<file path="config.mk">
export PLATFORM = sky130hd
export DESIGN_NAME = bus_handoff_arbiter
export DESIGN_NICKNAME = d
export VERILOG_FILES = /design/src/rtl/bus_handoff_pkg.sv /design/src/rtl/handoff_fsm.sv /design/src/rtl/handoff_drive.sv /design/src/rtl/handoff_guard.sv /design/src/rtl/bus_handoff_arbiter.sv
export SDC_FILE = /design/constraint.sdc
export NUM_CORES = 1
export LEC_CHECK = 0
export BUFFER_PORTS_ARGS = -buffer_cell sky130_fd_sc_hd__buf_2
export CAP_MARGIN = 20
export CORE_AREA = 8 8 45 47
export DETAILED_ROUTE_END_ITERATION = 16
export DIE_AREA = 0 0 53 55
export GPL_TIMING_DRIVEN = 0
export RECOVER_POWER = 25
export REMOVE_ABC_BUFFERS = 1
export SETUP_SLACK_MARGIN = 0.05
export SLEW_MARGIN = 10
export SYNTH_ARGS = -nofsm -noshare
export SYNTH_HDL_FRONTEND = slang
export SYNTH_SLANG_ARGS = --single-unit
</file>
<file path="constraint.sdc">
create_clock -name clk -period 2.81 [get_ports clk]
set_input_delay 0.562 -clock clk [delete_from_list [all_inputs] [get_ports clk]]
set_output_delay 0.562 -clock clk [all_outputs]
set_load 0.005 [all_outputs]
</file>
<file path="src/rtl/bus_handoff_pkg.sv">
package bus_handoff_pkg;

    typedef enum logic [1:0] {
        OWN_MASTER  = 2'd0,
        OWN_RELEASE = 2'd1,
        OWN_SLAVE   = 2'd2
    } own_state_e;

    localparam int unsigned NUM_DRIVERS = 2;
    localparam int unsigned DRV_AD      = 0;
    localparam int unsigned DRV_CMD     = 1;

    function automatic logic core_owns(input own_state_e s);
        return (s == OWN_MASTER);
    endfunction

    function automatic logic in_release(input own_state_e s);
        return (s == OWN_RELEASE);
    endfunction

endpackage

</file>
<file path="src/rtl/handoff_fsm.sv">
module handoff_fsm
    import bus_handoff_pkg::*;
(
    input  logic       clk,
    input  logic       rst,
    input  logic       ext_req_n,
    input  logic       core_ready,
    input  logic       uncompelled_rel,
    input  logic       agent_done,
    output own_state_e state_q,
    output own_state_e state_d
);

    always_comb begin
        state_d = state_q;
        case (state_q)
            OWN_MASTER: begin
                // a self-initiated handoff wins over an external request
                if (uncompelled_rel)
                    state_d = OWN_SLAVE;
                else if (!ext_req_n && core_ready)
                    state_d = OWN_RELEASE;
            end
            OWN_RELEASE: state_d = OWN_SLAVE;
            OWN_SLAVE: begin
                // a held request line chains the next external request
                if (agent_done && ext_req_n)
                    state_d = OWN_MASTER;
            end
            default: state_d = OWN_MASTER;
        endcase
    end

    always_ff @(posedge clk) begin
        if (rst) state_q <= OWN_MASTER;
        else     state_q <= state_d;
    end

endmodule

</file>
<file path="src/rtl/handoff_drive.sv">
module handoff_drive
    import bus_handoff_pkg::*;
#(
    parameter int unsigned N_DRV = NUM_DRIVERS
) (
    input  logic             clk,
    input  logic             rst,
    input  own_state_e       state_d,
    output logic [N_DRV-1:0] drv_en,
    output logic             release_n,
    output logic             slave_mode
);

    for (genvar g = 0; g < N_DRV; g++) begin : g_drv
        logic en_q;
        always_ff @(posedge clk) begin
            if (rst) en_q <= 1'b0;
            else     en_q <= core_owns(state_d);
        end
        assign drv_en[g] = en_q;
    end

    always_ff @(posedge clk) begin
        if (rst) begin
            release_n  <= 1'b1;
            slave_mode <= 1'b0;
        end else begin
            release_n  <= !in_release(state_d);
            slave_mode <= !core_owns(state_d);
        end
    end

endmodule

</file>
<file path="src/rtl/handoff_guard.sv">
module handoff_guard #(
    parameter int unsigned TURN_CYC = 2,
    localparam int unsigned CNT_W   = $clog2(TURN_CYC + 1)
) (
    input  logic clk,
    input  logic rst,
    input  logic start,
    input  logic proc_drv,
    input  logic agent_drive,
    output logic bus_clash
);

    logic [CNT_W-1:0] turn_cnt;
    logic             turn_busy;

    assign turn_busy = (turn_cnt != '0);

    always_ff @(posedge clk) begin
        if (rst)
            turn_cnt <= '0;
        else if (start)
            turn_cnt <= CNT_W'(TURN_CYC);
        else if (turn_busy)
            turn_cnt <= turn_cnt - 1'b1;
    end

    always_ff @(posedge clk) begin
        if (rst) bus_clash <= 1'b0;
        else     bus_clash <= agent_drive && (proc_drv || turn_busy);
    end

endmodule

</file>
<file path="src/rtl/bus_handoff_arbiter.sv">
module bus_handoff_arbiter
    import bus_handoff_pkg::*;
#(
    parameter int unsigned TURN_CYC = 2
) (
    input  logic clk,
    input  logic rst,
    input  logic ext_req_n,
    input  logic core_ready,
    input  logic uncompelled_rel,
    input  logic agent_done,
    input  logic agent_drive,
    output logic release_n,
    output logic ad_drive_en,
    output logic cmd_drive_en,
    output logic slave_mode,
    output logic bus_clash
);

    own_state_e             state_q;
    own_state_e             state_d;
    logic [NUM_DRIVERS-1:0] drv_en;

    handoff_fsm u_fsm (
        .clk             (clk),
        .rst             (rst),
        .ext_req_n       (ext_req_n),
        .core_ready      (core_ready),
        .uncompelled_rel (uncompelled_rel),
        .agent_done      (agent_done),
        .state_q         (state_q),
        .state_d         (state_d)
    );

    handoff_drive #(.N_DRV(NUM_DRIVERS)) u_drive (
        .clk        (clk),
        .rst        (rst),
        .state_d    (state_d),
        .drv_en     (drv_en),
        .release_n  (release_n),
        .slave_mode (slave_mode)
    );

    handoff_guard #(.TURN_CYC(TURN_CYC)) u_guard (
        .clk         (clk),
        .rst         (rst),
        .start       (in_release(state_d)),
        .proc_drv    (|drv_en),
        .agent_drive (agent_drive),
        .bus_clash   (bus_clash)
    );

    assign ad_drive_en  = drv_en[DRV_AD];
    assign cmd_drive_en = drv_en[DRV_CMD];

endmodule

</file>
# Word level (Yosys, flattened, before mapping)
# Cells that the tools add are included.
# classes
add_sub_neg	1
n_eq_ne	3
muxes	6
reduce_logical	12
# ops
cell	count
2-bit 2-to-1 mux	5
2-bit case mux with 3 select lines	1
2-bit by 1-bit == test with 1-bit output (second input constant)	2
2-bit zero test	2
2-bit nonzero test	2
1-bit logical AND	3
1-bit zero test	3
2-bit == test (second input constant)	1
2-bit OR reduction	1
2-bit by 1-bit subtractor with 2-bit output (second input constant)	1
1-bit logical OR	1
# word_totals
ff_bits	8
inputBits	7
out_inout_bits	5
elab_cells	29

# Logic depth before layout (Yosys ltp)
# Gate-level depths: netlist of the first run.
# logic_depth
word_depth	7
ltp_mapped	3
depth_no_buf	3

# Cells and area by module
# From an unflattened synthesis of the first run, not the netlist that was laid out.
# hier_totals
hier_cells	28
area_unflattened_um2	321.6
# by_module_without_submodules
module	instances	cells_each	area_per_inst_um2	seq_area_each_um2
handoff_fsm	1	10	108.9	40.0
handoff_guard	1	8	101.3	60.1
handoff_drive	1	8	98.8	60.1
bus_handoff_arbiter	1	2	12.5	0.0

# Worst setup path after synthesis of the first run
# Ideal clock, no wire load.
# synth_timing
path_kind	input port to flip-flop
from	input ext_req_n
to	register u_drive.g_drv[0].en_q
setup_ns	0.059
arrival_time_ns	1.093
required_time_ns	2.751
setup_slack_ns	1.658
cell_stages	3
path_buffers	0
cell_sequence	inv_2 -> a2111oi_4 -> o31a_1
# synth_via
elab_chain_len	6
elab_cells_between_ends	8
cone_classes	4 x mux; 4 x reduce/logical
# synth_lines
element	line	text
start, declared	bus_handoff_arbiter.sv:8	input logic ext_req_n,
1-bit zero test	handoff_fsm.sv:21	else if (!ext_req_n && core_ready)
1-bit logical AND	handoff_fsm.sv:21	
2-bit 2-to-1 mux	handoff_fsm.sv:21	
2-bit 2-to-1 mux	handoff_fsm.sv:19	if (uncompelled_rel)
2-bit case mux with 3 select lines *	handoff_fsm.sv:16	case (state_q)
2-bit zero test *	bus_handoff_pkg.sv:14	return (s == OWN_MASTER);
end signal, assigned	handoff_drive.sv:18	else en_q <= core_owns(state_d);
end, declared	handoff_drive.sv:15	logic en_q;
# Mark *: on every way between the ends. The rest lies on a longest branch, timed or not.
# A chain may end at the register's enable or synchronous reset.

# Final worst setup path of the first run
# layout_timing
from	register u_drive.g_drv[0].en_q
to	output ad_drive_en
# layout_rtl
element	line	text
end, declared	bus_handoff_arbiter.sv:14	output logic ad_drive_en,
# No word-level cell between the ends.

==> results of run 1 <==
-- cells in the final DEF (no fill, tap or decap) --
cell type / count
buf_2: 9
dfxtp_1: 8
a21oi_1: 3
clkbuf_4: 3
inv_1: 2
nand2_1: 2
clkbuf_1: 2
inv_2: 1
a2111oi_4: 1
and2_1: 1
and3_2: 1
nor4_1: 1
nor3_1: 1
nand4_1: 1
o31a_1: 1
o311a_1: 1
nand3_1: 1
nor2_1: 1
and3_1: 1
o21bai_1: 1
-- state kept, by name, summed over array words and instances (netlist names) --
name	cells
u_guard.turn_cnt	2
u_fsm.state_q	2
u_drive.slave_mode	1
u_drive.g_drv.en_q	1
u_guard.bus_clash	1
u_drive.release_n	1
-- worst max-delay path by stage --
stage                               start               endpoint  slack (ns)  depth (start not counted)
finish              u_drive.g_drv[0].en_q            ad_drive_en        1.55                          1
global route        u_drive.g_drv[0].en_q            ad_drive_en        1.48                          1
CTS                 u_drive.g_drv[0].en_q            ad_drive_en        1.53                          1
detailed placement              ext_req_n  u_drive.g_drv[0].en_q        1.48                          4
global placement          uncompelled_rel    u_guard.turn_cnt[0]        1.49                          4
floorplan                       ext_req_n  u_drive.g_drv[0].en_q        1.66                          3
-- through the flow --
stage	area [sq um]	instances	utilization, %
6_report	389	58	28.1
5_1_grt	389	58	28.1
4_1_cts	392	58	28.3
3_5_place_dp	369	55	26.7
3_3_place_gp	369	55	26.7
2_1_floorplan	294	28	-
-- worst min-delay path: stages (launching register included) --
cell,delay (ns)
dfxtp_1,0.32
nand2_1,0.05
a21oi_1,0.05
-- cell families (layout without fill, tap and decap cells) --
logic type	after synthesis	after routing	synth area share, %
and+or+nand+nor	10	10	17.8
DFF	8	8	53.1
AOI/OAI and AO/OA	7	7	22.8
buffers and inverters	4	17	6.22
-- per-layer routing --
| layer | vias to the layer above | wire (um) | part of all wire (%) | global-route usage [%] |
|---|---|---|---|---|
| met1 | 109 | 258 | 41 | 5.67 |
| li1 | 131 | - | - | - |
| met3 | 0 | 112 | 18 | 5.88 |
| met2 | 12 | 251 | 40 | 7.81 |
| met5 | - | 0 | 0 | 0 |
| met4 | 0 | 0 | 0 | 2.59 |
-- where the power goes --
group	internal [mW]	switching (mW)
registers	0.119	0.00432
logic	0.0124	0.0118
clock network	0.0487	0.0362
total	0.180	0.0523
-- layout make-up --
| type | instances | share of cell area [%] |
|---|---|---|
| well taps | 16 | 5.14 |
| flip-flops and latches | 8 | 41.2 |
| multi-input cells | 17 | 31.5 |
| inverters | 3 | 2.89 |
| clock buffers | 3 | 5.79 |
| repair buffers | 11 | 13.5 |
==> results.yml, run 1 <==
run_status:
  outcome: "complete, no violations"
global_routing:
  grtUsageTotal_pct: 5.75
  grt_pass1_vias: 270
  antenna_found_initial: 0
  grt_pass1_wl_um: 1160
  grt_remaining_overflow: 0
  grt_max_degree: 7
layout:
  multiInputGateArea_sq_um: 123
  final_nets: 51
  diodes: 0
  regArea_sq_um: 160
  area_growth_syn_to_layout_pct: 29.0
  drive_above_1_share_pct: 35.7
  fillers: 155
synth:
  synth.largest_area_cell: "dfxtp_1"
  synth_edf_count: 0
  ys_top_cells_by_area: "dfxtp_1 53%, a2111oi_4 9.1%, a21oi_1 5.0%"
  synth.most_common_cell: "dfxtp_1"
  synthCells: 29
  synth.distinct_cells: 18
  syn_area_sq_um: 302
  yosysTopAreaCellShare_pct: 53.1
  ys_warn_count: 0
  synth_commonest_cells: "8 x dfxtp_1, 3 x a21oi_1, 2 x inv_1, 2 x nand2_1"
  avgSynthCellArea_sq_um: 10.4
  async_flop_share_pct: 0
  ys.flop_type: "dfxtp_1"
  ys_ff_latch: 8
  yosysSeqAreaShare_pct: 53.1
floorplan:
  die_area_sq_um: 2920
  ioPinCount: 12
  core-area_sq_um: 1380
  die_h_um: 55
  die_w_um: 53
  initial_core_util_pct: 21.8
  rows: 14
route:
  wl_per_cell_um: 10.7
  firstDrtPassIters: 2
  wl_um: 622
  first_iter_violations: 4
  drc: 0
  via_per_inst: 4.34
  final_antenna_net_count: 0
  vias: 252
sta:
  setup_viol: 0
  holdWs_ns: 0.468
  finalMaxSlewViolations: 0
  timing.final.ws_setup_ns: 1.55
  rsz0062_at_grt: "no"
  maxSlewHeadroom_pct: 79.9
  finalCritPeriodShare_pct: 45.0
  finClkSkew_ns: 0.00347
  tightest_slew_ns: 0.301
  tns_ns: 0
  hold_violations: 0
  final.min_clock_period_ns: 1.26
  max_freq_mhz: 792
setup_path:
  crit_type: "reg -> out"
  r2r_slack_ns: 1.79
  crit_fanout: 3
  cp_num_buf_inv: 1
  critPathSlowestCell: "dfxtp_1"
  worstSetupEndpointType: "output pin"
  r2r_end: "u_guard.turn_cnt[0]"
  r2r_start: "u_fsm.state_q[0]"
  cp_top_family: "flip-flops"
  required_ns: 2.25
  cp_data_arrival_time_ns: 0.70
  crit_path_start_kind: "flip-flop"
  crit_chain: "buf_2"
  cpPeakStageDelay_ns: 0.34
  rr_worst_depth: 3
pwr:
  cellPowerDensity_nw_per_um2: 598
  power_mw: 0.233
  ir_worst_vdd_uv: 228
  power.leakage_nw: 0.183
cts:
  cts_root_buffer: "clkbuf_4"
  numCtsBuffers: 3
  h-tree-depth: 1
  clk_pin_slew_ns: 0.05
  postCtsSetupBuffers: 0
  ctsHoldBuffers: 0
  clock_latency_ns: 0.25
  cts_tree: "done"
  cts_sinks: 8
  cts_resized: 0
  clockBufferDepth: 2
min_path:
  min_path_type: "reg -> reg"
  min_from: "u_guard.turn_cnt[1]"
  whs_endpoint: "u_guard.turn_cnt[1]"
  holdPathStages: 2
placed_design:
  hpwlAfterDp_um: 510
  globalplace.congestion: 0.717
  numPortBuffers: 11
  pre_cts_ws_ns: 1.48
flow_run:
  max_cap_violations: 0
No activity file was read; power rests on OpenSTA's default activity.
==> run 2, diff against run 1 <==
- ABC_AREA: unset -> 1
- clock period: 2.81 -> 1.1 ns (I/O delays scaled with it)
==> run 2 against run 1 <==
- register-to-register slack worse by 1.6 ns
- core utilization down 0.63 points
- via count down 7.1%
- combinational power rose to 2.5 times the previous value
- synthesized cell count up 21%
- clock skew down 0.0033 ns
- first-iteration DRC count down 100%
- cell count up 10%
- sequential share of layout area up 0.95 points
- largest cell class unchanged
- highest routed layer unchanged
==> results.yml, run 2 <==
run_status:
  outcome: "complete, no violations"
setup_path:
  required_ns: 1.22
  worstSetupEndpointType: "flip-flop"
  cp_data_arrival_time_ns: 1.05
  crit_fanout: 4
  crit_type: "reg -> reg"
  crit_path_start_kind: "flip-flop"
cts:
  cts_root_buffer: "clkbuf_4"
  h-tree-depth: 1
  cts_resized: 0
  postCtsSetupBuffers: 0
  cts_tree: "done"
  ctsHoldBuffers: 0
  clock_latency_ns: 0.24
  cts_sinks: 8
  clk_pin_slew_ns: 0.05
  clockBufferDepth: 2
  numCtsBuffers: 3
synth:
  ys_warn_count: 0
  avgSynthCellArea_sq_um: 8.51
  synth.largest_area_cell: "dfxtp_1"
  synth.most_common_cell: "dfxtp_1"
  yosysTopAreaCellShare_pct: 53.8
  synthCells: 35
  synth_commonest_cells: "8 x dfxtp_1, 6 x inv_1, 6 x nand2_1"
  yosysSeqAreaShare_pct: 53.8
  synth.distinct_cells: 13
  syn_area_sq_um: 298
  ys_top_cells_by_area: "dfxtp_1 54%, inv_1 7.6%, nand2_1 7.6%"
  synth_edf_count: 0
  ys_ff_latch: 8
  ys.flop_type: "dfxtp_1"
  async_flop_share_pct: 0
layout:
  final_nets: 57
  fillers: 156
  reg_top3: "u_fsm.state_q: 2 flops, u_guard.turn_cnt: 2 flops"
  stdcell_count: 64
  final_cell_mix: "11 x buf_2, 8 x dfxtp_1, 6 x nand2_1, 6 x inv_1, 4 x nor2_1"
  final_common_cell: "buf_2"
  finalInstanceArea_sq_um: 380
  diodes: 0
  area_growth_syn_to_layout_pct: 27.7
  drive_above_1_share_pct: 37.5
sta:
  maxSlewHeadroom_pct: 80.8
  max_freq_mhz: 1070
  rsz0062_at_grt: "no"
  tns_ns: 0
  tightest_slew_ns: 0.288
  hold_violations: 0
  finClkSkew_ns: 0.000190
  final.min_clock_period_ns: 0.931
  finalMaxSlewViolations: 0
  setup_viol: 0
  finalCritPeriodShare_pct: 84.7
floorplan:
  die_h_um: 55
  core-area_sq_um: 1380
  ioPinCount: 12
  initial_core_util_pct: 21.5
  rows: 14
  die_w_um: 53
  die_area_sq_um: 2920
global_routing:
  grt_pass1_vias: 255
  use_met1_pct: 4.75
  grt_busiest_layer: "met2"
  antenna_found_initial: 0
  grt_max_degree: 7
  grtUsageTotal_pct: 4.71
  grt_remaining_overflow: 0
  use_met2_pct: 6.25
  grt_pass1_wl_um: 972
  use_met3_pct: 2.94
pwr:
  cellPowerDensity_nw_per_um2: 1550
  seqPwrFrac_pct: 53.1
  ir_worst_vdd_uv: 549
  swShare_pct: 22.0
  p_int_mw: 0.459
  power.leakage_nw: 0.213
  clkPwrFrac_pct: 36.5
  power_mw: 0.589
  power_switching_mw: 0.130
  comb_power_share_pct: 10.4
route:
  firstDrtPassIters: 1
  vias: 234
  via_per_inst: 3.66
  wl_per_cell_um: 8.34
  final_antenna_net_count: 0
  drc: 0
  wl_um: 534
  first_iter_violations: 0
placed_design:
  hpwlAfterDp_um: 433
  dp.cells: 61
  numPortBuffers: 11
  globalplace.congestion: 0.699
  place_area_sq_um: 365
min_path:
  min_path_type: "in -> reg"
flow_run:
  max_cap_violations: 0
==> run 2: path summary, 6_finish.rpt <==
| path | slack, ns | start | end | cells past startpoint |
|---|---|---|---|---|
| max | 0.17 | u_fsm.state_q[0] | u_drive.release_n | 4 |
| min | 0.20 | agent_drive | u_guard.bus_clash | 3 |
| max reg2reg | 0.17 | u_fsm.state_q[0] | u_drive.release_n | 4 |
| min reg2reg | 0.48 | u_guard.turn_cnt[0] | u_guard.turn_cnt[1] | 2 |
==> run 2: cell families (layout without fill, tap and decap cells) <==
family / Yosys count / after routing / share of synthesized area, %
buf+inv: 7 / 20 / 10.1
flops: 8 / 8 / 53.8
simple gates: 19 / 19 / 34.5
compound gates: 1 / 1 / 1.68
==> run 2: area by class of cell <==
cell class	count	area [sq um]	share of cell area [%]
flip-flops and latches	8	160	42.1
clock buffers	3	22.5	5.92
repair buffers	11	55.1	14.5
multi-input cells	20	100	26.3
well taps	16	20.0	5.26
inverters	6	22.5	5.92
==> run 2: worst max-delay path: stages, from the launching register on <==
cell,delay (ns)
dfxtp_1,0.32
nor2_2,0.11
nand2_2,0.05
nor2_1,0.23
nand2_4,0.09
==> run 2: metrics by stage <==
stage	hold slack, ns	util (%)	worst slack, ns
after floorplan	0.348	-	0.298
after global routing	0.219	27.5	0.0687
after global placement	0.455	26.4	0.232
final	0.200	27.5	0.169
after detailed placement	0.459	26.4	0.246
after CTS	0.195	28.0	0.157
==> run 2: routing by layer <==
layer / vias up / routed length, um
li1: 132 / -
met1: 96 / 226
met2: 6 / 244
met3: 0 / 62
met4: 0 / 0
met5: - / 0
==> run 2: power groups by stage <==
stage,clock network (mW),logic [mW],registers (mW)
finish,0.215,0.0613,0.312
global route,0.245,0.0720,0.314
CTS,0.225,0.0670,0.313
detailed placement,0,0.0666,0.319
global placement,0,0.0661,0.319
floorplan,0,0.0357,0.320
==> run 3, diff against run 2 <==
- clock period: 1.1 -> 0.9 ns (I/O delays scaled with it)
==> run 3 against run 2 <==
- routed wire length increased by 9.2%
- flip-flop and latch count is the same
- clock-buffer cell count is the same
- design area grew 7.2%
- core utilization up 2.0 points
==> results.yml, run 3 (synthesis gave the netlist of run 2 again) <==
layout:
  final_cell_mix: "11 x buf_2, 5 x nand2_1, 5 x inv_1, 5 x dfxtp_1"
  final_nets: 58
  area_growth_syn_to_layout_pct: 37.0
  reg_top3: "u_fsm.state_q: 2 flops, u_guard.turn_cnt: 2 flops"
  diodes: 0
  final_common_cell: "buf_2"
  stdcell_count: 65
  drive_above_1_share_pct: 55.1
route:
  wl_per_cell_um: 8.97
  wl_um: 583
  firstDrtPassIters: 1
  first_iter_violations: 0
  final_antenna_net_count: 0
  via_per_inst: 3.71
  vias: 241
  drc: 0
sta:
  hold_violations: 0
  finClkSkew_ns: 0.00156
  rsz0062_at_grt: "yes"
  maxSlewHeadroom_pct: 84.5
  final.min_clock_period_ns: 0.859
  tns_ns: 0
  tightest_slew_ns: 0.232
  max_freq_mhz: 1160
  setup_viol: 0
  timing.final.ws_setup_ns: 0.0410
  finalMaxSlewViolations: 0
  finalCritPeriodShare_pct: 95.4
  holdWs_ns: 0.162
run_status:
  outcome: "complete, no violations"
min_path:
  min_from: "agent_drive"
  min_path_type: "in -> reg"
  holdPathStages: 3
setup_path:
  cp_top_family: "flip-flops"
  path_depth: 1
  startpoint: "u_drive.g_drv[0].en_q"
  crit_path_start_kind: "flip-flop"
  critPathSlowestCell: "dfxtp_2"
  rr_worst_depth: 4
  crit_chain: "buf_2"
  crit_fanout: 3
  worstSetupEndpointType: "output pin"
  required_ns: 0.72
  crit_type: "reg -> out"
  r2r_start: "u_fsm.state_q[0]"
  cpPeakStageDelay_ns: 0.32
  cp_data_arrival_time_ns: 0.68
  cp_num_buf_inv: 1
cts:
  h-tree-depth: 1
  clk_pin_slew_ns: 0.05
  cts_tree: "done"
  ctsHoldBuffers: 0
  cts_root_buffer: "clkbuf_4"
  cts_sinks: 8
  clockBufferDepth: 2
  clock_latency_ns: 0.24
  numCtsBuffers: 3
placed_design:
  numPortBuffers: 11
  dp.cells: 61
  pre_cts_ws_ns: 0.0480
  globalplace.congestion: 0.699
  hpwlAfterDp_um: 433
flow_run:
  max_cap_violations: 0
pwr:
  ir_worst_vdd_uv: 632
  cellPowerDensity_nw_per_um2: 1800
  power.leakage_nw: 0.216
global_routing:
  grt_pass1_vias: 260
  grtUsageTotal_pct: 4.77
  grt_remaining_overflow: 0
  grt_max_degree: 7
  grt_pass1_wl_um: 979
  antenna_found_initial: 0
floorplan:
  ioPinCount: 12
  rows: 14
  initial_core_util_pct: 21.5
  die_area_sq_um: 2920
  die_w_um: 53
  die_h_um: 55
  core-area_sq_um: 1380
## run 3: area by class of cell
cell class,count,area [sq um]
timing repair buffer,12,62.6
tap,16,20.0
inverter,6,22.5
sequential,8,164
multi-input combinational,20,116
fill,161,976
clock buffer,3,22.5
## run 3: layer usage
layer / track usage [%] / vias up / routed length [um]
met3: 2.94 / 0 / 56
met5: 0 / - / 0
met1: 4.91 / 102 / 232
met2: 6.25 / 6 / 294
met4: 5.17 / 0 / 0
li1: - / 133 / -
## run 3: path summary, 6_finish.rpt
path,endpoint,slack (ns)
worst max register to register,u_drive.release_n,0.05
worst min register to register,u_guard.turn_cnt[0],0.50
worst min-delay path,u_guard.bus_clash,0.16
worst max-delay path,cmd_drive_en,0.04
## run 3: power by group
part / leakage, nW / internal [mW] / switching, mW
clock: 0.0138 / 0.152 / 0.109
combinational: 0.135 / 0.0443 / 0.0463
sequential: 0.0666 / 0.376 / 0.00834
## run 3: per-stage QoR
stage          utilization (%)  power (mW)  cell area, sq um
3_3_place_gp              26.4       0.470               365
6_report                  29.5       0.736               408
5_1_grt                   29.5       0.791               408
2_1_floorplan                -       0.435               290
3_5_place_dp              26.4       0.471               365
4_1_cts                   28.7       0.746               397
## run 3: what timing repair did
item | 4_1_cts | 5_1_grt
pin swaps | 0 | 5
endpoints found under the setup margin | 4 | 12
cloned | 0 | 0
gates resized for setup | 2 | 6
setup buffers | 1 | 0
## run 3: worst register-to-register path: cells and delay by family, from the launching register on
family	cells	cell delay, ns
and+or+nand+nor	4	0.39
DFF	1	0.33
